[config.mk]
export PLATFORM = sky130hd
export DESIGN_NAME = desc_chain_sched
export DESIGN_NICKNAME = d
export VERILOG_FILES = /design/src/rtl/dcs_pkg.sv /design/src/rtl/dcs_slot_pool.sv /design/src/rtl/dcs_rr_arb.sv /design/src/rtl/desc_chain_sched.sv
export SDC_FILE = /design/constraint.sdc
export NUM_CORES = 2
export LEC_CHECK = 0
export ABC_AREA = 1
export ABC_CLOCK_PERIOD_IN_PS = 7200
export BUFFER_PORTS_ARGS = -buffer_cell sky130_fd_sc_hd__buf_2
export CAP_MARGIN = 20
export CELL_PAD_IN_SITES_DETAIL_PLACEMENT = 1
export CELL_PAD_IN_SITES_GLOBAL_PLACEMENT = 2
export CORE_ASPECT_RATIO = 2
export CORE_MARGIN = 2
export CORE_UTILIZATION = 33
export DETAILED_ROUTE_END_ITERATION = 6
export PLACE_DENSITY = 0.66
export SYNTH_ARGS = -nofsm -noshare
export SYNTH_HDL_FRONTEND = slang
export SYNTH_SLANG_ARGS = --single-unit
[constraint.sdc]
create_clock -name clk -period 7.2 [get_ports clk]
set_clock_uncertainty 0.1 [all_clocks]
set_input_delay 0 -clock clk [delete_from_list [all_inputs] [get_ports clk]]
set_output_delay 0 -clock clk [all_outputs]
set_load 0.005 [all_outputs]
[src/rtl/dcs_pkg.sv]
package dcs_pkg;

  typedef struct packed {
    logic single;
    logic mgmt;
    logic last;
  } desc_flags_t;

  // A single-buffer descriptor is always a one-cell packet of its own
  function automatic logic ends_packet(input desc_flags_t f);
    return f.last | f.single;
  endfunction

  // New mid-packet state after popping a descriptor
  function automatic logic next_mid(input logic cur, input desc_flags_t f);
    return f.single ? cur : ~f.last;
  endfunction

endpackage

[src/rtl/dcs_slot_pool.sv]
module dcs_slot_pool #(
  parameter int NUM_SLOT = 64,
  localparam int SLOT_W = $clog2(NUM_SLOT)
) (
  input  logic              clk,
  input  logic              rst_n,
  input  logic              alloc,
  input  logic              rel,
  input  logic [SLOT_W-1:0] rel_idx,
  output logic [SLOT_W-1:0] alloc_idx,
  output logic              empty
);

  logic [NUM_SLOT-1:0] free_mask;

  function automatic logic [SLOT_W-1:0] lowest_free(input logic [NUM_SLOT-1:0] m);
    logic [SLOT_W-1:0] r;
    r = '0;
    for (int i = NUM_SLOT - 1; i >= 0; i--) begin
      if (m[i]) r = SLOT_W'(i);
    end
    return r;
  endfunction

  assign alloc_idx = lowest_free(free_mask);
  assign empty     = (free_mask == '0);

  always_ff @(posedge clk) begin
    if (!rst_n) begin
      free_mask <= '1;
    end else begin
      if (alloc) free_mask[alloc_idx] <= 1'b0;
      if (rel)   free_mask[rel_idx]   <= 1'b1;
    end
  end


  alloc_when_free_chk: assert property (@(posedge clk) disable iff (!rst_n)
    alloc |-> !empty);


  no_double_free_chk: assert property (@(posedge clk) disable iff (!rst_n)
    rel |-> !free_mask[rel_idx]);

endmodule

[src/rtl/dcs_rr_arb.sv]
module dcs_rr_arb #(
  parameter int N = 16,
  localparam int IW = $clog2(N)
) (
  input  logic          clk,
  input  logic          rst_n,
  input  logic [N-1:0]  req,
  input  logic          adv,
  output logic [IW-1:0] gnt_idx,
  output logic          any
);

  logic [IW-1:0] last_q;
  logic [N-1:0]  gnt;

  function automatic logic [IW-1:0] rr_pick(input logic [N-1:0] r, input logic [IW-1:0] lst);
    logic [IW-1:0] res;
    logic          hit;
    int            idx;
    res = '0;
    hit = 1'b0;
    for (int k = 1; k <= N; k++) begin
      idx = (int'(lst) + k) % N;
      if (!hit && r[idx]) begin
        res = IW'(idx);
        hit = 1'b1;
      end
    end
    return res;
  endfunction

  assign any     = |req;
  assign gnt_idx = rr_pick(req, last_q);

  always_comb begin
    gnt = '0;
    if (any) gnt[gnt_idx] = 1'b1;
  end

  always_ff @(posedge clk) begin
    if (!rst_n) last_q <= IW'(N - 1);
    else if (adv && any) last_q <= gnt_idx;
  end


  grant_onehot_chk: assert property (@(posedge clk) disable iff (!rst_n)
    $onehot0(gnt));


  grant_in_req_chk: assert property (@(posedge clk) disable iff (!rst_n)
    (gnt & ~req) == '0);

endmodule

[src/rtl/desc_chain_sched.sv]
module desc_chain_sched
  import dcs_pkg::*;
#(
  parameter int NUM_CONN = 16,
  parameter int NUM_SLOT = 64,
  parameter int PTR_W    = 16,
  parameter int SQ_W     = 5,
  localparam int CONN_W  = $clog2(NUM_CONN),
  localparam int SLOT_W  = $clog2(NUM_SLOT)
) (
  input  logic                     clk,
  input  logic                     rst_n,
  input  logic                     in_valid,
  input  logic [PTR_W-1:0]         in_ptr,
  input  logic [CONN_W-1:0]        in_conn,
  input  logic                     in_head,
  input  logic                     in_single,
  input  logic                     in_chained,
  input  logic                     in_mgmt,
  input  logic                     in_last,
  output logic                     in_stall,
  output logic                     in_err,
  input  logic [NUM_CONN*SQ_W-1:0] conn_sq_tbl,
  input  logic [SQ_W-1:0]          mgmt_sq,
  input  logic                     pop_req,
  output logic                     out_valid,
  output logic [PTR_W-1:0]         out_ptr,
  output logic [CONN_W-1:0]        out_conn,
  output logic                     out_last,
  output logic [SQ_W-1:0]          sts_queue,
  output logic                     sts_single,
  output logic                     sts_mgmt
);

  // slot storage
  logic [PTR_W-1:0]  s_ptr  [NUM_SLOT];
  logic [SLOT_W-1:0] s_next [NUM_SLOT];
  desc_flags_t       s_flg  [NUM_SLOT];

  // chain state
  logic [SLOT_W-1:0] c_head [NUM_CONN];
  logic [SLOT_W-1:0] c_tail [NUM_CONN];
  logic [NUM_CONN-1:0] c_ne;
  logic [NUM_CONN-1:0] c_mid;

  // named internal events
  logic              reject;
  logic              acc;
  logic              rej_fire;
  logic              pop_fire;
  logic              pool_empty;
  logic [SLOT_W-1:0] new_slot;
  logic [CONN_W-1:0] g_conn;
  logic              g_any;
  logic [SLOT_W-1:0] pop_slot;
  desc_flags_t       pop_flg;
  desc_flags_t       in_flg;

  assign in_flg   = '{single: in_single, mgmt: in_mgmt, last: in_last};
  assign reject   = in_head && (in_chained || (!in_single && c_mid[in_conn]));
  assign pop_fire = pop_req && g_any;
  assign in_stall = in_valid && (pop_fire || (pool_empty && !reject));
  assign acc      = in_valid && !in_stall && !reject;
  assign rej_fire = in_valid && !in_stall && reject;
  assign pop_slot = c_head[g_conn];
  assign pop_flg  = s_flg[pop_slot];

  dcs_slot_pool #(.NUM_SLOT(NUM_SLOT)) u_pool (
    .clk       (clk),
    .rst_n     (rst_n),
    .alloc     (acc),
    .rel       (pop_fire),
    .rel_idx   (pop_slot),
    .alloc_idx (new_slot),
    .empty     (pool_empty)
  );

  dcs_rr_arb #(.N(NUM_CONN)) u_arb (
    .clk     (clk),
    .rst_n   (rst_n),
    .req     (c_ne),
    .adv     (pop_fire),
    .gnt_idx (g_conn),
    .any     (g_any)
  );

  // slot contents and links
  always_ff @(posedge clk) begin
    if (acc) begin
      s_ptr[new_slot] <= in_ptr;
      s_flg[new_slot] <= in_flg;
      if (c_ne[in_conn]) begin
        if (in_head) s_next[new_slot] <= c_head[in_conn];
        else         s_next[c_tail[in_conn]] <= new_slot;
      end
    end
  end

  // head and tail pointers
  always_ff @(posedge clk) begin
    if (acc) begin
      if (!c_ne[in_conn]) begin
        c_head[in_conn] <= new_slot;
        c_tail[in_conn] <= new_slot;
      end else if (in_head) begin
        c_head[in_conn] <= new_slot;
      end else begin
        c_tail[in_conn] <= new_slot;
      end
    end else if (pop_fire && (c_head[g_conn] != c_tail[g_conn])) begin
      c_head[g_conn] <= s_next[pop_slot];
    end
  end

  // occupancy and packet state
  always_ff @(posedge clk) begin
    if (!rst_n) begin
      c_ne   <= '0;
      c_mid  <= '0;
      in_err <= 1'b0;
    end else begin
      in_err <= rej_fire;
      if (acc) begin
        c_ne[in_conn] <= 1'b1;
      end else if (pop_fire) begin
        if (c_head[g_conn] == c_tail[g_conn]) c_ne[g_conn] <= 1'b0;
        c_mid[g_conn] <= next_mid(c_mid[g_conn], pop_flg);
      end
    end
  end

  // pop outputs and completion record
  always_ff @(posedge clk) begin
    if (!rst_n) begin
      out_valid  <= 1'b0;
      out_ptr    <= '0;
      out_conn   <= '0;
      out_last   <= 1'b0;
      sts_queue  <= '0;
      sts_single <= 1'b0;
      sts_mgmt   <= 1'b0;
    end else begin
      out_valid <= pop_fire;
      if (pop_fire) begin
        out_ptr    <= s_ptr[pop_slot];
        out_conn   <= g_conn;
        out_last   <= ends_packet(pop_flg);
        sts_single <= pop_flg.single;
        sts_mgmt   <= pop_flg.mgmt;
        sts_queue  <= pop_flg.mgmt ? mgmt_sq : conn_sq_tbl[g_conn*SQ_W +: SQ_W];
      end
    end
  end


  mgmt_route_chk: assert property (@(posedge clk) disable iff (!rst_n)
    out_valid && sts_mgmt |-> sts_queue == $past(mgmt_sq));


  err_cause_chk: assert property (@(posedge clk) disable iff (!rst_n)
    in_err |-> $past(in_valid && in_head && (in_chained || !in_single)));


  pop_blocks_insert_chk: assert property (@(posedge clk) disable iff (!rst_n)
    pop_fire && in_valid |-> !acc);


  single_keeps_mid_chk: assert property (@(posedge clk) disable iff (!rst_n)
    pop_fire && pop_flg.single |=> c_mid[$past(g_conn)] == $past(c_mid[g_conn]));

endmodule

Yosys cells after proc, flatten, opt, wreduce, memory -nomap -nowiden
Memory sizes are Yosys's and may differ from the RTL's. A register that Yosys moved wholly into a read port is not among the register bits. Index checks and enable logic that the tools add are counted.

Memory bits (read-only): 0. Input port bits: 114. Memories kept: 5. RAM bits: 1792. Logic and storage cells: 351. Output and inout bits: 31. Register bits after elaboration: 114. Latch bits: 0.

Divide/modulo/power cells: 0. Add/subtract/negate cells: 16. Multipliers: 1. Bitwise logic cells: 27. Order comparisons: 24. Muxes and demuxes: 190. Reductions and logical operators: 74. Equal/unequal tests: 2. Shift-type cells: 1.

Memory list: s_ptr (depth 64, width 16, read ports 1, clocked after Yosys merged registers in 1, write ports 1, line desc_chain_sched.sv:36) `logic [PTR_W-1:0] s_ptr [NUM_SLOT];`; s_next (depth 64, width 6, read ports 1, clocked after Yosys merged registers in 0, write ports 1, line desc_chain_sched.sv:37) `logic [SLOT_W-1:0] s_next [NUM_SLOT];`; s_flg (depth 64, width 3, read ports 1, clocked after Yosys merged registers in 0, write ports 1, line desc_chain_sched.sv:38) `desc_flags_t s_flg [NUM_SLOT];`; c_head (depth 16, width 6, read ports 2, clocked after Yosys merged registers in 0, write ports 1, line desc_chain_sched.sv:41) `logic [SLOT_W-1:0] c_head [NUM_CONN];`; c_tail (depth 16, width 6, read ports 2, clocked after Yosys merged registers in 0, write ports 1, line desc_chain_sched.sv:42) `logic [SLOT_W-1:0] c_tail [NUM_CONN];`.

Operator list (count): 6-bit two-way mux (69); 64-bit two-way mux (3); 5-bit by 6-bit less-than comparator with 1-bit output (second input constant) (16); 80-bit by 8-bit variable part select with 5-bit output (1); 1-bit binary-select mux with 4-bit select (19); 1-bit two-way mux (73); 4-bit two-way mux (17); 64-bit AND (1); 64-bit zero test (1); 64-bit inverter (1); 64-bit bitwise OR (1); 4-bit OR reduction (16); 16-bit two-way mux (3); 4-bit adder (second input constant) (8); 1-bit logical AND (29); 1-bit zero test (19); 4-bit by 3-bit adder with 4-bit output (second input constant) (4); 1-bit AND (first input constant) (16); 16-bit AND (1); 16-bit bitwise mux (1); 16-bit inverter (1); 16-bit bitwise OR (1); 16-bit OR reduction (1); 6-bit by 7-bit less-than comparator with 1-bit output (second input constant) (2); other kinds (17) (31).

Longest topological paths before layout
Word-level depth: 74. Gate-level depth with buffers: 68. Depth with buffers taken out: 67.

Cells and area by module
From an unflattened synthesis, not the netlist that was laid out.

Cells, all modules: 7343. Area total of the unflattened synthesis: 83871.7 um^2.

Modules (own cells, without submodules): desc_chain_sched (times used 1, area an instance 78127.4 um^2, seq. area each 55052.8 um^2, cells each 6336); dcs_slot_pool (times used 1, area an instance 3741.1 um^2, seq. area each 1281.2 um^2, cells each 634); dcs_rr_arb (times used 1, area an instance 2003.2 um^2, seq. area each 80.1 um^2, cells each 373).

Worst setup path after synthesis
No wires, ideal clock.

Kind: reg2reg. From: register u_arb.last_q[0]. To: memory c_head[4][0] (netlist name), enable pin. Cell stages (with the launch flop): 45. Library setup time: 0.350 ns. Path buffers: 8. Setup slack: 1.143 ns. Period minus slack after synthesis: 6.057 ns. Arrival: 5.607 ns. Cell sequence: dfxtp_1 -> buf_4 -> buf_6 -> inv_1 -> ha_1 -> buf_2 -> buf_2 -> o21ai_0 -> mux2i_1 -> nand2_1 -> nand2_1 -> inv_2 -> nand3_2 -> nor3_4 -> nand2_2 -> inv_2 -> nand3_1 -> nor2_1 -> [9 not listed] -> o21ai_4 -> nor2_4 -> buf_4 -> buf_6 -> buf_4 -> a22oi_1 -> o221ai_1 -> a22oi_1 -> nand3_1 -> xnor2_1 -> nor2_2 -> nand3_4 -> nand2_4 -> buf_6 -> nand2_1 -> o21ai_2 -> nand2_2 -> nor2_1.

Longest elaborated chain between the ends: 58. Elaborated cells between the ends (all ways): 135. Classes of those cells: 16 x add/sub; 1 x eq/ne; 84 x mux; 32 x reduce/logical; 2 x memory.

Ends and longest elaborated chain: start: declaration (line dcs_rr_arb.sv:13) `logic [IW-1:0] last_q;`; start signal: assignment (line dcs_rr_arb.sv:41) `if (!rst_n) last_q <= IW'(N - 1);`; start signal: assignment (line dcs_rr_arb.sv:42) `else if (adv && any) last_q <= gnt_idx;`; 4-bit by 1-bit adder with 4-bit output (line dcs_rr_arb.sv:23) `idx = (int'(lst) + k) % N;`; 1-bit binary-select mux with 4-bit select (line dcs_rr_arb.sv:24) `if (!hit && r[idx]) begin`; 1-bit two-way mux (implied by the code) (2 in series) (line dcs_rr_arb.sv:24); 1-bit two-way mux (line dcs_rr_arb.sv:24); 1-bit zero test (line dcs_rr_arb.sv:24); 1-bit logical AND (line dcs_rr_arb.sv:24); 1-bit two-way mux (line dcs_rr_arb.sv:24); 1-bit zero test (line dcs_rr_arb.sv:24); [41 not listed]; memory read 16 x 6 bit (on tied branches); 6-bit != test (line desc_chain_sched.sv:110) `end else if (pop_fire && (c_head[g_conn] != c_tail[g_conn])) begin`; 1-bit logical AND (line desc_chain_sched.sv:110); 1-bit two-way mux (line desc_chain_sched.sv:110); 1-bit two-way mux (line desc_chain_sched.sv:101) `if (acc) begin`; 1-bit two-way mux (implied by the code) (line desc_chain_sched.sv:111) `c_head[g_conn] <= s_next[pop_slot];`; 6-bit OR reduction (no line); 4-bit two-way mux (no line) or 1-bit two-way mux (tied branches); end: declaration (line desc_chain_sched.sv:41).

Mark *: on every way between the ends. The rest lies on a longest branch, timed or not. The select of a mux whose other input is x is not followed.

Worst setup path after layout
From: register u_arb.last_q[0]. To: register out_ptr[8], read port of s_ptr.

Longest elaborated chain between the ends: 51. Elaborated cells between the ends (all ways): 126. Classes of those cells: 16 x add/sub; 79 x mux; 30 x reduce/logical; 1 x memory.

Ends and longest elaborated chain: 4-bit by 1-bit adder with 4-bit output (line dcs_rr_arb.sv:23); 1-bit binary-select mux with 4-bit select (line dcs_rr_arb.sv:24); 1-bit two-way mux (implied by the code) (2 in series) (line dcs_rr_arb.sv:24); 1-bit two-way mux (line dcs_rr_arb.sv:24); 1-bit zero test (line dcs_rr_arb.sv:24); 1-bit logical AND (line dcs_rr_arb.sv:24); 1-bit two-way mux (line dcs_rr_arb.sv:24); 1-bit zero test (line dcs_rr_arb.sv:24); [34 not listed]; 1-bit two-way mux (line dcs_rr_arb.sv:24); 1-bit zero test (line dcs_rr_arb.sv:24); 1-bit logical AND (line dcs_rr_arb.sv:24); 1-bit two-way mux (line dcs_rr_arb.sv:24); 1-bit zero test (line dcs_rr_arb.sv:24); 1-bit logical AND (line dcs_rr_arb.sv:24); 4-bit two-way mux (*) (line dcs_rr_arb.sv:24); memory read 16 x 6 bit (*); end: declaration (line desc_chain_sched.sv:27) `output logic [PTR_W-1:0] out_ptr,`.

Marks and branches as above. A chain may end at the register's enable or synchronous reset.

==> impl_metrics.py <==
metrics = {
    "route": {
        "drcViolationCount": 0,
        "avgViaCountPerCell": 5.309,
        "first_pass_iters": 5,
        "postRouteAntennaNets": 0,
        "num_vias": 63160,
        "drt_iter0_markers": 4685,
        "post_drt_wl_per_cell_microns": 29.30,
        "postRouteWirelength_microns": 348600,
    },
    "logic_synthesis": {
        "syn-num-nets": 7843,
        "syn_avg_cell_area_sq_um": 10.74,
        "netlist_area_sq_um": 82970,
        "ys_types": 64,
        "synthFlopType": "edfxtp_1",
        "synth_warnings": 0,
        "synth-seq-cells": 1922,
        "synthCells": 7722,
        "ys_seq_area_frac": 0.6799,
        "synth_edf_count": 1792,
        "synthArstFlopShare": 0,
    },
    "setup_path": {
        "path_class": "reg2reg",
        "start_kind": "flop",
        "cpMaxStageDelayCell": "dfxtp_2",
        "critPathRequiredTime_ps": 7850,
        "cp-end-kind": "flop",
        "arrival_ps": 7590,
        "critPathMaxFanout": 27,
        "cpPeakStageDelay_ps": 320,
        "cp_common_cell": "buf_12",
    },
    "finish": {
        "nets": 8602,
        "drive_gt1_frac": 0.1674,
        "area_delta_synth_final_pct": 21.61,
        "fin_util": 0.4028,
    },
    "clocking": {
        "cts_tree": "built",
        "htreeDepth": 4,
        "cts_root_buffer": "clkbuf_16",
        "cts_inserted_buffers": 182,
        "clk_pin_slew_ps": 70,
        "clk_latency_ps": 870,
        "cts_sinks": 1922,
        "clk_path_buf_depth": 4,
    },
    "sta": {
        "final_max_slew_viol_count": 0,
        "setup_viol": 0,
        "period_needed_ps": 6946,
        "whs_ps": 19.11,
        "hold_violations": 0,
        "fin_tns_setup_ps": 0,
        "fmax_ghz": 0.1440,
        "period_share": 0.9647,
        "maxSlewHeadroom": 0.1973,
        "worst_pin_slew_ps": 1204,
    },
    "global_route": {
        "grt_overflow_total": 0,
        "grt_pass1_vias": 67320,
        "grt_first_pass_wirelength_microns": 488300,
        "grt_use_total": 0.2678,
        "grt_max_degree": 91,
        "antenna_found_initial": 12,
    },
    "die": {
        "core_area_sq_um": 250500,
        "initial_utilization": 0.3312,
        "fp.dieArea_sq_um": 255700,
        "fp-row-count": 260,
        "fp.dieW_microns": 358.6,
        "die_y_microns": 713.1,
        "io_pins": 145,
    },
    "placement": {
        "routabilityCongestion": 0.9414,
        "port_buffers": 144,
        "dp_hpwl_microns": 243600,
    },
    "min_path": {
        "hp-class": "in2reg",
    },
    "flow_run": {
        "cap_violations": 0,
    },
    "run_status": {
        "status": "finished clean",
    },
}
layout make-up:
cell class / instances / area [sq um]
repair buffers: 1024 / 9221
well taps: 3275 / 4098
fillers: 27230 / 149600
clock inverters: 111 / 1436
inverters: 404 / 1587
clock buffers: 211 / 4735
multi-input cells: 4947 / 23390
flip-flops and latches: 1922 / 56420
diodes: 4 / 10.01
final timing paths:
| check | startpoint | end | slack [ps] | cells after the start |
|---|---|---|---|---|
| setup / recovery | u_arb.last_q[0]$_SDFFE_PN1P_ | out_ptr[8]$_SDFFE_PN0P_ | 250 | 49 |
| hold / removal | in_conn[1] | c_ne[0]$_SDFFE_PN0P_ | 20 | 7 |
| setup reg to reg | u_arb.last_q[0]$_SDFFE_PN1P_ | out_ptr[8]$_SDFFE_PN0P_ | 250 | 49 |
| hold reg to reg | u_pool.free_mask[55]$_SDFF_PN1_ | u_pool.free_mask[55]$_SDFF_PN1_ | 350 | 2 |
synthesized netlist by cell type, types with 110 or more instances:
| library cell | number | area share |
|---|---|---|
| a21oi_1 | 928 | 0.056 |
| a22oi_1 | 138 | 0.012 |
| buf_2 | 229 | 0.014 |
| clkbuf_1 | 126 | 0.0057 |
| dfxtp_1 | 130 | 0.031 |
| edfxtp_1 | 1792 | 0.65 |
| inv_1 | 364 | 0.016 |
| nand2_1 | 2590 | 0.12 |
| nand3_1 | 110 | 0.0066 |
| nor2_1 | 278 | 0.013 |
| o21ai_0 | 194 | 0.012 |
| o21ai_1 | 231 | 0.014 |
worst max-delay path, delay by kind of cell (launching register included):
family | cells | cell delay [ps]
simple gates | 22 | 2890
flops | 1 | 320
compound gates | 9 | 1170
buf+inv | 18 | 2270
cells by family (layout without fill, tap and decap cells):
logic type / after synthesis / after routing / share of synthesized area
AO/OA/AOI/OAI: 1709 / 1709 / 0.1149
multiplexers: 10 / 10 / 0.001206
adder cells (fa/ha/maj): 7 / 7 / 0.001056
AND/OR/NAND/NOR: 3209 / 3209 / 0.1557
buffers and inverters: 853 / 1750 / 0.04572
other: 0 / 4 / 0
flip-flops: 1922 / 1922 / 0.6799
XOR/XNOR: 12 / 12 / 0.001448
stage by stage:
stage	instances	worst slack, ps	instance area (sq um)
after global routing	11900	-102.7	100900
after global placement	11460	-704.7	92800
final	11900	254.0	100900
after floorplan	7722	1144	82970
after CTS	11860	22.61	99810
after detailed placement	11460	-618.4	92800
placed cells by master (no fill, tap or decap), drive strengths merged, types with 24 or more instances in the layout:
cell type / instances
nor3: 53
or2: 52
clkbuf: 219
o21ai: 427
inv: 404
a21oi: 929
nand3: 116
o221ai: 69
edfxtp: 1792
o211ai: 24
nand2: 2606
nand4: 60
o22ai: 39
nor2: 294
a22oi: 140
bufinv: 33
dlygate4sd3: 69
dfxtp: 130
buf: 947
clkinv: 62
repair_timing:
| action | CTS | global route |
|---|---|---|
| pin swaps | 2 | 34 |
| buffers inserted | 4 | 30 |
| gates resized for setup | 27 | 167 |
| cloned | 0 | 6 |
| setup endpoints to repair | 230 | 302 |
| endpoints found under the hold margin | 726 | 0 |
| hold buffers | 69 | 0 |
layer usage:
layer  part of all wire  routed length, microns  GRT usage  vias up
met5                  0                       0          0        -
met4              0.083                   29000     0.1946        0
met3              0.035                   12050    0.02900      745
met2               0.53                  186500     0.4974     1659
met1               0.35                  121100     0.2738    32370
li1                   -                       -          -    28390
flip-flops by register name, indices dropped and copies added, names as in the netlist, 4 cells and up:
register / count
c_head: 96
c_mid: 16
c_ne: 16
c_tail: 96
out_conn: 4
out_ptr: 16
s_flg: 192
s_next: 384
s_ptr: 1024
sts_queue: 5
u_arb.last_q: 4
u_pool.free_mask: 64
Power is left out: the tool's default activity adds up to more than one toggle a clock period on the data nets, which glitch-free logic cannot reach.
